### src/rtl/bcd_adj_pkg.sv
// Shared definitions for the unpacked BCD adjust unit.
// Assumes a single-bit operation select.
package bcd_adj_pkg;

    typedef enum logic {
        OP_ADD_ADJ = 1'b0,
        OP_DIV_ADJ = 1'b1
    } adj_op_e;

    localparam int NIB_W     = 4;
    localparam int DIGIT_MAX = 9;
    localparam int ADD_CORR  = 6;

endpackage

### src/rtl/bcd_trap_check.sv
// Decides whether an adjust request must trap as an invalid opcode.
// Assumes both indicators are valid in the start cycle.
module bcd_trap_check (
    input  logic mode64_i,
    input  logic lock_i,
    output logic trap_o
);
    // Either indicator makes both operations illegal.
    always_comb trap_o = mode64_i | lock_i;
endmodule

### src/rtl/bcd_add_adjust.sv
// Combinational after-addition correction of one unpacked digit.
// Assumes the low byte came from a binary add of two digits; only its low nibble matters.
module bcd_add_adjust
    import bcd_adj_pkg::*;
#(
    parameter int DATA_W = 8
) (
    input  logic [NIB_W-1:0]  al_lo_i,
    input  logic [DATA_W-1:0] ah_i,
    input  logic              af_i,
    output logic [DATA_W-1:0] al_o,
    output logic [DATA_W-1:0] ah_o,
    output logic              carry_o
);
    localparam logic [NIB_W-1:0]  CORR  = NIB_W'(ADD_CORR);
    localparam logic [NIB_W-1:0]  LIMIT = NIB_W'(DIGIT_MAX);
    localparam logic [DATA_W-1:0] ONE   = DATA_W'(1);

    logic take;

    // Correction decision, new digit and high-byte increment.
    always_comb begin
        take    = (al_lo_i > LIMIT) | af_i;
        carry_o = take;
        al_o    = '0;
        if (take) begin
            al_o[NIB_W-1:0] = al_lo_i + CORR;
            ah_o            = ah_i + ONE;
        end else begin
            al_o[NIB_W-1:0] = al_lo_i;
            ah_o            = ah_i;
        end
    end
endmodule

### src/rtl/bcd_div_adjust.sv
// Combinational before-division fold of two digits into one binary byte.
// Assumes the result wraps at the byte width; the base may be any byte value.
module bcd_div_adjust #(
    parameter int DATA_W = 8
) (
    input  logic [DATA_W-1:0] al_i,
    input  logic [DATA_W-1:0] ah_i,
    input  logic [DATA_W-1:0] base_i,
    output logic [DATA_W-1:0] al_o,
    output logic [DATA_W-1:0] ah_o
);
    logic [DATA_W-1:0] prod;

    // Weighted high digit plus low digit, modulo the byte width.
    always_comb begin
        prod = ah_i * base_i;
        al_o = al_i + prod;
        ah_o = '0;
    end
endmodule

### src/rtl/bcd_adjust_unit.sv
// Top of the unpacked BCD adjust unit: selects the adjust path, applies
// invalid-opcode trapping and registers all results one cycle after start.
// Assumes inputs are stable in the start cycle; reset is synchronous, active low.
module bcd_adjust_unit
    import bcd_adj_pkg::*;
#(
    parameter int DATA_W         = 8,
    parameter int VEC_W          = 8,
    parameter int UD_VECTOR      = 6,
    parameter int DEF_BASE       = 10,
    parameter bit ALLOW_IMM_BASE = 1'b1
) (
    input  logic              clk,
    input  logic              rst_n,
    input  logic              start,
    input  logic              op_sel,
    input  logic [DATA_W-1:0] al_in,
    input  logic [DATA_W-1:0] ah_in,
    input  logic              af_in,
    input  logic              imm_en,
    input  logic [DATA_W-1:0] base_in,
    input  logic              mode64,
    input  logic              lock_pfx,
    output logic [DATA_W-1:0] al_out,
    output logic [DATA_W-1:0] ah_out,
    output logic              af_out,
    output logic              cf_out,
    output logic              done,
    output logic              exc_valid,
    output logic [VEC_W-1:0]  exc_vector
);
    localparam logic [DATA_W-1:0] BASE_DEF = DATA_W'(DEF_BASE);
    localparam logic [VEC_W-1:0]  VEC_UD   = VEC_W'(UD_VECTOR);

    adj_op_e           op;
    logic              trap;
    logic [DATA_W-1:0] base_sel;
    logic [DATA_W-1:0] add_al, add_ah, div_al, div_ah;
    logic              add_carry;

    // Map the raw select onto the operation type.
    always_comb op = adj_op_e'(op_sel);

    // Pick the divide base: the immediate only when the variant allows it.
    generate
        if (ALLOW_IMM_BASE) begin : g_imm_base
            always_comb base_sel = imm_en ? base_in : BASE_DEF;
        end else begin : g_fixed_base
            logic unused_imm;
            always_comb unused_imm = imm_en ^ (^base_in);
            always_comb base_sel = BASE_DEF;
        end
    endgenerate

    bcd_trap_check i_trap (
        .mode64_i (mode64),
        .lock_i   (lock_pfx),
        .trap_o   (trap)
    );

    bcd_add_adjust #(.DATA_W(DATA_W)) i_add (
        .al_lo_i (al_in[NIB_W-1:0]),
        .ah_i    (ah_in),
        .af_i    (af_in),
        .al_o    (add_al),
        .ah_o    (add_ah),
        .carry_o (add_carry)
    );

    bcd_div_adjust #(.DATA_W(DATA_W)) i_div (
        .al_i   (al_in),
        .ah_i   (ah_in),
        .base_i (base_sel),
        .al_o   (div_al),
        .ah_o   (div_ah)
    );

    // Register results, strobes and exception on a start; hold data otherwise.
    always_ff @(posedge clk) begin
        if (!rst_n) begin
            al_out     <= '0;
            ah_out     <= '0;
            af_out     <= 1'b0;
            cf_out     <= 1'b0;
            done       <= 1'b0;
            exc_valid  <= 1'b0;
            exc_vector <= '0;
        end else begin
            done      <= 1'b0;
            exc_valid <= 1'b0;
            if (start) begin
                if (trap) begin
                    exc_valid  <= 1'b1;
                    exc_vector <= VEC_UD;
                end else begin
                    done <= 1'b1;
                    if (op == OP_ADD_ADJ) begin
                        al_out <= add_al;
                        ah_out <= add_ah;
                        af_out <= add_carry;
                        cf_out <= add_carry;
                    end else begin
                        al_out <= div_al;
                        ah_out <= div_ah;
                    end
                end
            end
        end
    end
endmodule

### config.mk
export PLATFORM = sky130hd
export DESIGN_NAME = bcd_adjust_unit
export DESIGN_NICKNAME = d
export VERILOG_FILES = /design/src/rtl/bcd_adj_pkg.sv /design/src/rtl/bcd_trap_check.sv /design/src/rtl/bcd_add_adjust.sv /design/src/rtl/bcd_div_adjust.sv /design/src/rtl/bcd_adjust_unit.sv
export SDC_FILE = /design/constraint.sdc
export NUM_CORES = 1
export LEC_CHECK = 0
export BUFFER_PORTS_ARGS = -buffer_cell sky130_fd_sc_hd__buf_2
export CAP_MARGIN = 40
export CORE_MARGIN = 3
export CORE_UTILIZATION = 53
export CTS_CLUSTER_DIAMETER = 100
export DETAILED_ROUTE_END_ITERATION = 12
export PLACE_DENSITY = 0.86
export SLEW_MARGIN = 20
export SYNTH_ARGS = -nofsm -noshare
export SYNTH_HDL_FRONTEND = slang
export SYNTH_SLANG_ARGS = --single-unit
### constraint.sdc
create_clock -name clk -period 6.65 [get_ports clk]
set_input_delay 1.33 -clock clk [delete_from_list [all_inputs] [get_ports clk]]
set_output_delay 1.33 -clock clk [all_outputs]
set_load 0.005 [all_outputs]
# [Yosys cells after proc, flatten, opt, wreduce, memory -nomap -nowiden]
# Index checks and enable logic that the tools add are counted.
[word_totals] latch_bits=0 mem_bits_ro=0 out_inout_bits=28 mem_bits_rw=0 mem_count=0 wordCells=26 reg_bits=20
[classes] n_reduce_logical=4 muxes=7 n_eq_ne=0 shift=0 n_mul=1 order_cmp=1 div=0 bitwise=4 addsub=3
[ops] cell="8-bit 2-to-1 mux" count=4
[ops] cell="8-bit by 1-bit adder with 8-bit output (second input constant)" count=1
[ops] cell="8-bit adder" count=1
[ops] cell="8-bit by 8-bit multiplier with 8-bit output" count=1
[ops] cell="2-bit AND reduction" count=3
[ops] cell="4-bit by 3-bit adder with 4-bit output (second input constant)" count=1
[ops] cell="4-bit greater-than comparator (second input constant)" count=1
[ops] cell="4-bit 2-to-1 mux" count=1
[ops] cell="3-bit AND reduction" count=1
[ops] cell="1-bit 2-to-1 mux" count=2
[ops] cell="1-bit NOT" count=2
[ops] cell="1-bit bitwise OR" count=2

# [Logic depth before layout (Yosys ltp)]
# Gate-level depths: netlist of run 1.
[depth] ltp_word=4 depth_mapped=18

# [Cells and area by module]
# A second synthesis of run 1 with hierarchy kept.
[unflattened] hier_cells=277 area_unflattened_um2=2518.7
[by_module_without_submodules] module="bcd_div_adjust" seq_area_each_um2=0.0 area_per_inst_um2=1131.1 cells_each=136 instances=1
[by_module_without_submodules] module="bcd_adjust_unit" seq_area_each_um2=400.4 area_per_inst_um2=1073.5 cells_each=102 instances=1
[by_module_without_submodules] module="bcd_add_adjust" seq_area_each_um2=0.0 area_per_inst_um2=307.8 cells_each=38 instances=1
[by_module_without_submodules] module="bcd_trap_check" seq_area_each_um2=0.0 area_per_inst_um2=6.3 cells_each=1 instances=1

# [Worst setup path after synthesis of run 1]
# OpenSTA, ideal clock, no wires.
[synth_path] kind="in2reg" startpoint="input port imm_en" endpoint="register al_out[7]" path_slack_ps=1243 path_stages=16 setup_ps=62 arrival_ps=5345 required_ps=6588 cell_sequence="clkbuf_1 clkbuf_1 nand3_1 fa_1 fa_1 inv_1 fa_1 inv_1 fa_1 inv_1 ha_1 a21oi_1 xor2_1 xnor3_1 or3b_1 nand3_1"
[synth_via] elab_chain_len=4
[synth_lines] item="start: declaration" line="bcd_adjust_unit.sv:20" source="input logic imm_en,"
[synth_lines] item="8-bit 2-to-1 mux" line="bcd_adjust_unit.sv:47" source="always_comb base_sel = imm_en ? base_in : BASE_DEF;"
[synth_lines] item="8-bit by 8-bit multiplier with 8-bit output" line="bcd_div_adjust.sv:16" source="prod = ah_i * base_i;"
[synth_lines] item="8-bit adder" line="bcd_div_adjust.sv:17" source="al_o = al_i + prod;"
[synth_lines] item="8-bit 2-to-1 mux" line="bcd_adjust_unit.sv:97" source="if (op == OP_ADD_ADJ) begin"
[synth_lines] item="end signal: assignment" line="bcd_adjust_unit.sv:98" source="al_out <= add_al;"
[synth_lines] item="end signal: assignment" line="bcd_adjust_unit.sv:103" source="al_out <= div_al;"
[synth_lines] item="end: declaration" line="bcd_adjust_unit.sv:24" source="output logic [DATA_W-1:0] al_out,"
# No other way between the ends.
# A chain may end at the register's enable or synchronous reset.

# [Final worst setup path of run 1]
# Ends and elaborated chain as after synthesis.

==> flow_metrics.tcl, run 1 <==
set metrics [dict create \
    fillers 341 \
    drc_errors 0 \
    avgSynthCellArea_um2 8.333 \
    first_iter_violations 101 \
    stdcell_count 346 \
    first_pass_iters 4 \
    maxCapViolCount 0 \
    cts_setup_buffers 0 \
    wire_per_inst_um 12.79 \
    path_class "input port to flip-flop" \
    ant_nets 0 \
    seqPwrFrac_pct 29.3 \
    hp-start "al_out[5]$_SDFFE_PN0P_" \
    routed_wl_um 4425 \
    outcome "finished, final reports clean" \
    maxSlewViolCount 0 \
    grt_max_degree 22 \
    clockBufferDepth 2 \
    hold_violations 0 \
    clock_power_share_pct 17.5 \
    via_count 1765 \
    tightest_slew_ps 597.7 \
    syn_to_final_growth_pct 12.46 \
    clk_pin_slew_ps 70 \
    final_common_cell "buf_2" \
    dpl.cell_count 343 \
    ys_seq_elements 20 \
    synthArstFlopShare_pct 0 \
    clock.fmax_ghz 0.1836 \
    leakagePower_nw 1.316 \
    pin_count 60 \
    path_max_fanout 20 \
    postCtsHoldBufs 0 \
    htree_levels 1 \
    critical_path.endpoint_type "flip-flop" \
    root_buffer "clkbuf_8" \
    p_sw_share_pct 36.77 \
    synth_cell_type_count 33 \
    final_core_util_pct 63.90 \
    cts_sinks 20 \
    ctsResizeCount 0 \
    hold_end "al_out[5]$_SDFFE_PN0P_" \
    rr_startpoint "al_out[3]$_SDFFE_PN0P_" \
    ir_worst_vdd_mv 0.09350 \
    synth_top_area_cell "dfxtp_1" \
    maxSlewHeadroom_pct 60.00 \
    grt_pass1_vias 1749 \
    antenna_found_initial 0 \
    place_hpwl_um 3698 \
    cp-start-kind "input port" \
    synth_edf_count 0 \
    layout_common_cells "buf_2 (53), inv_1 (37), nand2_1 (35)" \
    start_util_pct 56.82 \
    synthesis.area_mm2 0.002158 \
    drive_gt1_share_pct 19.80 \
    period_share_pct 81.89 \
    synth_top_area_share_pct 18.55 \
    synthTopCellsByArea "dfxtp_1 (19%), fa_1 (17%), ha_1 (11%)" \
    insertedDiodeCount 0 \
    r2r_end "al_out[3]$_SDFFE_PN0P_" \
    cts_tree "yes" \
    p_switching_w 0.0001608 \
    crit_path_frequent_cell "fa_1" \
    final-setup-viol-count 0 \
    holdPathStages 2 \
    core_mm2 0.003799 \
    rows 22 \
    p_per_area_mw_per_mm2 180.2 \
    cp_slowest_cell "fa_1" \
    r2r_setup_slack_ps 5910 \
    max_stage_delay_ps 520 \
    reg2reg_depth 3 \
    crit_required_ps 6850 \
    period_needed_ps 5446 \
    hold_class "flip-flop to flip-flop" \
    synthCells 259 \
    gp_congestion 0.8671 \
    portBuffers 53 \
    clk_latency_ps 250 \
    yosysWarnings 0 \
    overflow 0 \
    rsz0062_at_grt "no" \
    cts_made_buffers 3 \
    final_nets 369 \
    die_y_um 69.82 \
    fin_area_mm2 0.002427 \
    ys_seq_area_share_pct 18.55 \
    die_w_um 69.82 \
    path_cells "buf_2 -> and2_1 -> nand2_1 -> fa_1 -> inv_1 -> fa_1 -> ha_1 -> inv_1 -> fa_1 -> inv_1 -> fa_1 -> a21o_1 -> a21oi_1 -> xor2_1 -> xnor3_1 -> or3b_1 -> nand3_1" \
    ys.flop_type "dfxtp_1" \
    grt_pass1_wl_um 7665 \
    die-area_mm2 0.004874 \
    critical_path_buf_inv_count 4 \
    placed_area_mm2 0.002386 \
    grt.total_usage_pct 19.00 \
    vias_per_cell 5.101 \
    intPower_w 0.0002765 \
    fin_tns_setup_ps 0 \
    cpLargestDelayFamily "adder cells" \
    p_comb_share_pct 53.2 \
    arrival_ps 5640 \
    skew_ps 0 \
]
## routing by layer
layer  share of wire, %  vias to the layer above  wire [µm]  global-route usage [%]
li1                   -                      892          -                       -
met1                 43                      819       1884                   25.39
met2                 51                       52       2261                   31.90
met3                5.9                        2        261                   3.913
met4               0.41                        0         18                   3.617
met5                  0                        -          0                       0
## worst max-delay path by stage
stage          startpoint                endpoint  slack (ps)  cells past startpoint
2_1_floorplan      imm_en  al_out[7]$_SDFFE_PN0P_        1240                     16
3_3_place_gp       imm_en  al_out[7]$_SDFFE_PN0P_        1090                     17
3_5_place_dp       imm_en  al_out[7]$_SDFFE_PN0P_         940                     17
4_1_cts            imm_en  al_out[7]$_SDFFE_PN0P_        1210                     17
5_1_grt            imm_en  al_out[7]$_SDFFE_PN0P_         940                     17
6_report           imm_en  al_out[7]$_SDFFE_PN0P_        1200                     17
## kinds of logic after synthesis
logic type	after synthesis	share of synthesized area [%]
buffers and inverters	59	11.83
XOR/XNOR	22	10.55
flip-flops	20	18.55
multiplexers	4	1.913
AND/OR/NAND/NOR	89	20.29
other	1	0.1737
adder cells (fa/ha/maj)	37	27.71
AO/OA/AOI/OAI	27	8.986
## registers in the layout, summed over array words and instances (netlist names)
signal,flops
exc_valid,1
al_out,8
ah_out,8
exc_vector,1
done,1
cf_out,1
## worst reg2reg max path, stage by stage, from the launching register on
cell and delay (ps):
dfxtp_1 310, nand2_1 40, o21ai_0 90, and2_1 190
## per-stage QoR
stage	hold WS (ps)	power, W	worst slack [ps]
after floorplan	457.5	0.0003145	1243
after global placement	448.6	0.0003574	1087
after detailed placement	462.4	0.0003670	936.7
after CTS	470.4	0.0004440	1209
after global routing	491.1	0.0004808	939.3
final	470.1	0.0004373	1204
## power groups by stage
| stage | Combinational (W) | Clock, W | Sequential [W] |
|---|---|---|---|
| finish | 0.000233 | 0.0000764 | 0.000128 |
| global route | 0.000265 | 0.0000866 | 0.000129 |
| CTS | 0.000237 | 0.0000787 | 0.000128 |
| detailed placement | 0.000236 | 0 | 0.000131 |
| global placement | 0.000227 | 0 | 0.000131 |
| floorplan | 0.000183 | 0 | 0.000132 |
## cell type report
| class | instances | area [µm²] | share of cell area (%) |
|---|---|---|---|
| multi-input combinational | 185 | 1521 | 62.68 |
| timing repair buffer | 53 | 265.3 | 10.93 |
| inverter | 37 | 138.9 | 5.722 |
| sequential | 20 | 400.4 | 16.49 |
| clock buffer | 3 | 41.29 | 1.701 |
| tap | 48 | 60.06 | 2.474 |
## synthesized netlist by cell type, types with 2 or more instances
cell,instances
a21boi_0,3
a21o_1,3
a21oi_1,5
a22oi_1,8
and2_1,6
and3_1,10
buf_2,3
buf_4,8
clkbuf_1,11
dfxtp_1,20
fa_1,18
ha_1,19
inv_1,37
mux2i_1,3
nand2_1,35
nand2b_1,3
nand3_1,13
nand4_1,3
nor2_1,7
nor2b_1,9
o211a_1,2
o21ai_0,4
xnor2_1,13
xnor3_1,2
xor2_1,6
(Power assumes the default switching activity.)
==> run 2: changes to the inputs <==
CORE_UTILIZATION = 48   (was 53)
PLACE_DENSITY = 0.82   (was 0.86)
clock period = 4.9 ns   (was 6.65 ns; I/O delays follow)
==> run 2 against run 1 <==
Worst setup slack got worse by 970 ps. Routed wire length increased by 10%. Register-to-register slack got worse by 1700 ps. Critical path type unchanged. Largest cell class unchanged.
==> flow_metrics.tcl, run 2 (synthesized netlist as in run 1, its figures left out) <==
set metrics [dict create \
    routed_wl_um 4884 \
    seqCellArea_um2 400.4 \
    final_nets 388 \
    fillers 352 \
    ant_nets 0 \
    ir_worst_vdd_mv 0.1444 \
    cp-start-kind "input port" \
    hold_class "flip-flop to flip-flop" \
    pin_count 60 \
    maxCapViolCount 0 \
    period_share_pct 95.30 \
    htree_levels 1 \
    hold_violations 0 \
    fin_hold_ws_ps 465.0 \
    skew_ps 0 \
    clk_pin_slew_ps 70 \
    clockBufferDepth 2 \
    path_max_fanout 5 \
    start_util_pct 51.72 \
    grt_pass1_wl_um 7810 \
    grt.total_usage_pct 18.26 \
    wire_per_inst_um 13.27 \
    maxSlewHeadroom_pct 60.16 \
    p_per_area_mw_per_mm2 271.5 \
    core_mm2 0.004173 \
    first_pass_iters 4 \
    rr_startpoint "al_out[3]$_SDFFE_PN0P_" \
    r2r_end "al_out[3]$_SDFFE_PN0P_" \
    antenna_found_initial 0 \
    final_core_util_pct 62.85 \
    path_class "input port to flip-flop" \
    hold_end "al_out[5]$_SDFFE_PN0P_" \
    die-area_mm2 0.005337 \
    clk_latency_ps 250 \
    reg2reg_depth 3 \
    overflow 0 \
    drc_errors 0 \
    syn_to_final_growth_pct 21.51 \
    holdPathStages 2 \
    root_buffer "clkbuf_8" \
    final-setup-viol-count 0 \
    cts_made_buffers 3 \
    outcome "finished, final reports clean" \
    maxSlewViolCount 0 \
    first_iter_violations 87 \
    grt_pass1_vias 1799 \
    postCtsHoldBufs 0 \
    die_w_um 73.06 \
    crit_required_ps 5100 \
    post-place-ws_ps -241.9 \
    place_hpwl_um 4076 \
    portBuffers 53 \
    clock.fmax_ghz 0.2141 \
    via_count 1845 \
    fin_ws_ps 230.3 \
    reg.largest.list "ah_out x8, al_out x8" \
    cts_tree "yes" \
    period_needed_ps 4670 \
    leakagePower_nw 1.419 \
    hp-start "al_out[5]$_SDFFE_PN0P_" \
    r2r_setup_slack_ps 4180 \
    setup.worst_path.start "imm_en" \
    multi_input_area_mm2 0.001555 \
    arrival_ps 4870 \
    die_y_um 73.06 \
    cts_sinks 20 \
    stdcell_count 368 \
    critical_path.endpoint_type "flip-flop" \
    insertedDiodeCount 0 \
    vias_per_cell 5.014 \
    drive_gt1_share_pct 27.04 \
    layout_common_cells "buf_2 (52), inv_1 (37), nand2_1 (35)" \
    rows 23 \
    grt_max_degree 22 \
    gp_congestion 0.8489 \
    dpl.cell_count 363 \
    final_common_cell "buf_2" \
    tightest_slew_ps 595.3 \
]
==> run 2: cell types whose count changed in the layout (fill, tap and decap cells not counted), moves of 2 or more <==
cell | previous run | this run
ha_1 | 19 | 17
fa_1 | 18 | 16
buf_4 | 0 | 19
fa_2 | 0 | 2
==> run 2: where the power goes <==
part / switching [W] / internal [W] / total, W
Sequential: 0.00000380 / 0.000170 / 0.000174
Clock: 0.0000532 / 0.0000714 / 0.000125
Combinational: 0.000200 / 0.000214 / 0.000413
Total: 0.000257 / 0.000455 / 0.000712
==> run 2: critical path, cell delays in order <==
cell	delay [ps]
clkbuf_4	150
and2_4	170
nand2_1	70
fa_1	490
inv_1	50
ha_1	280
ha_1	280
inv_1	50
fa_1	520
inv_1	50
ha_2	200
fa_2	390
a21o_1	190
a21oi_2	140
xor2_1	170
xnor3_1	250
or3b_1	360
nand3_1	80
==> run 2: area by class of cell <==
| class | instances | area share (%) |
|---|---|---|
| multi-input combinational | 185 | 59.30 |
| timing repair buffer | 72 | 15.65 |
| clock buffer | 4 | 2.099 |
| inverter | 37 | 5.296 |
| tap | 50 | 2.385 |
| sequential | 20 | 15.27 |
==> run 2: how the worst max path moves through the flow <==
stage	end	slack, ps	depth (start not counted)
floorplan	al_out[7]$_SDFFE_PN0P_	20	17
detailed placement	al_out[7]$_SDFFE_PN0P_	-240	17
CTS	al_out[7]$_SDFFE_PN0P_	30	17
finish	al_out[7]$_SDFFE_PN0P_	230	18
global placement	al_out[7]$_SDFFE_PN0P_	-110	17
global route	al_out[7]$_SDFFE_PN0P_	-40	18
==> run 2: metal layers <==
layer	wire, µm	track usage [%]	share of wire (%)
met3	226	3.168	4.6
met5	0	0	0
met4	36	2.254	0.74
met1	2052	23.63	42
met2	2570	32.47	53
==> run 2: repair_timing <==
item	in CTS	in global routing
resized for setup	0	8
buffers inserted	0	1
endpoints found under the setup margin	0	1
==> run 2: metrics by stage <==
stage,total power [W],cell area (µm²),setup TNS (ps)
6_report,0.0007120,2623,0
5_1_grt,0.0007729,2623,-36.04
4_1_cts,0.0006713,2586,0
3_5_place_dp,0.0005456,2531,-241.9
3_3_place_gp,0.0005298,2531,-107.1
2_1_floorplan,0.0004286,2197,0
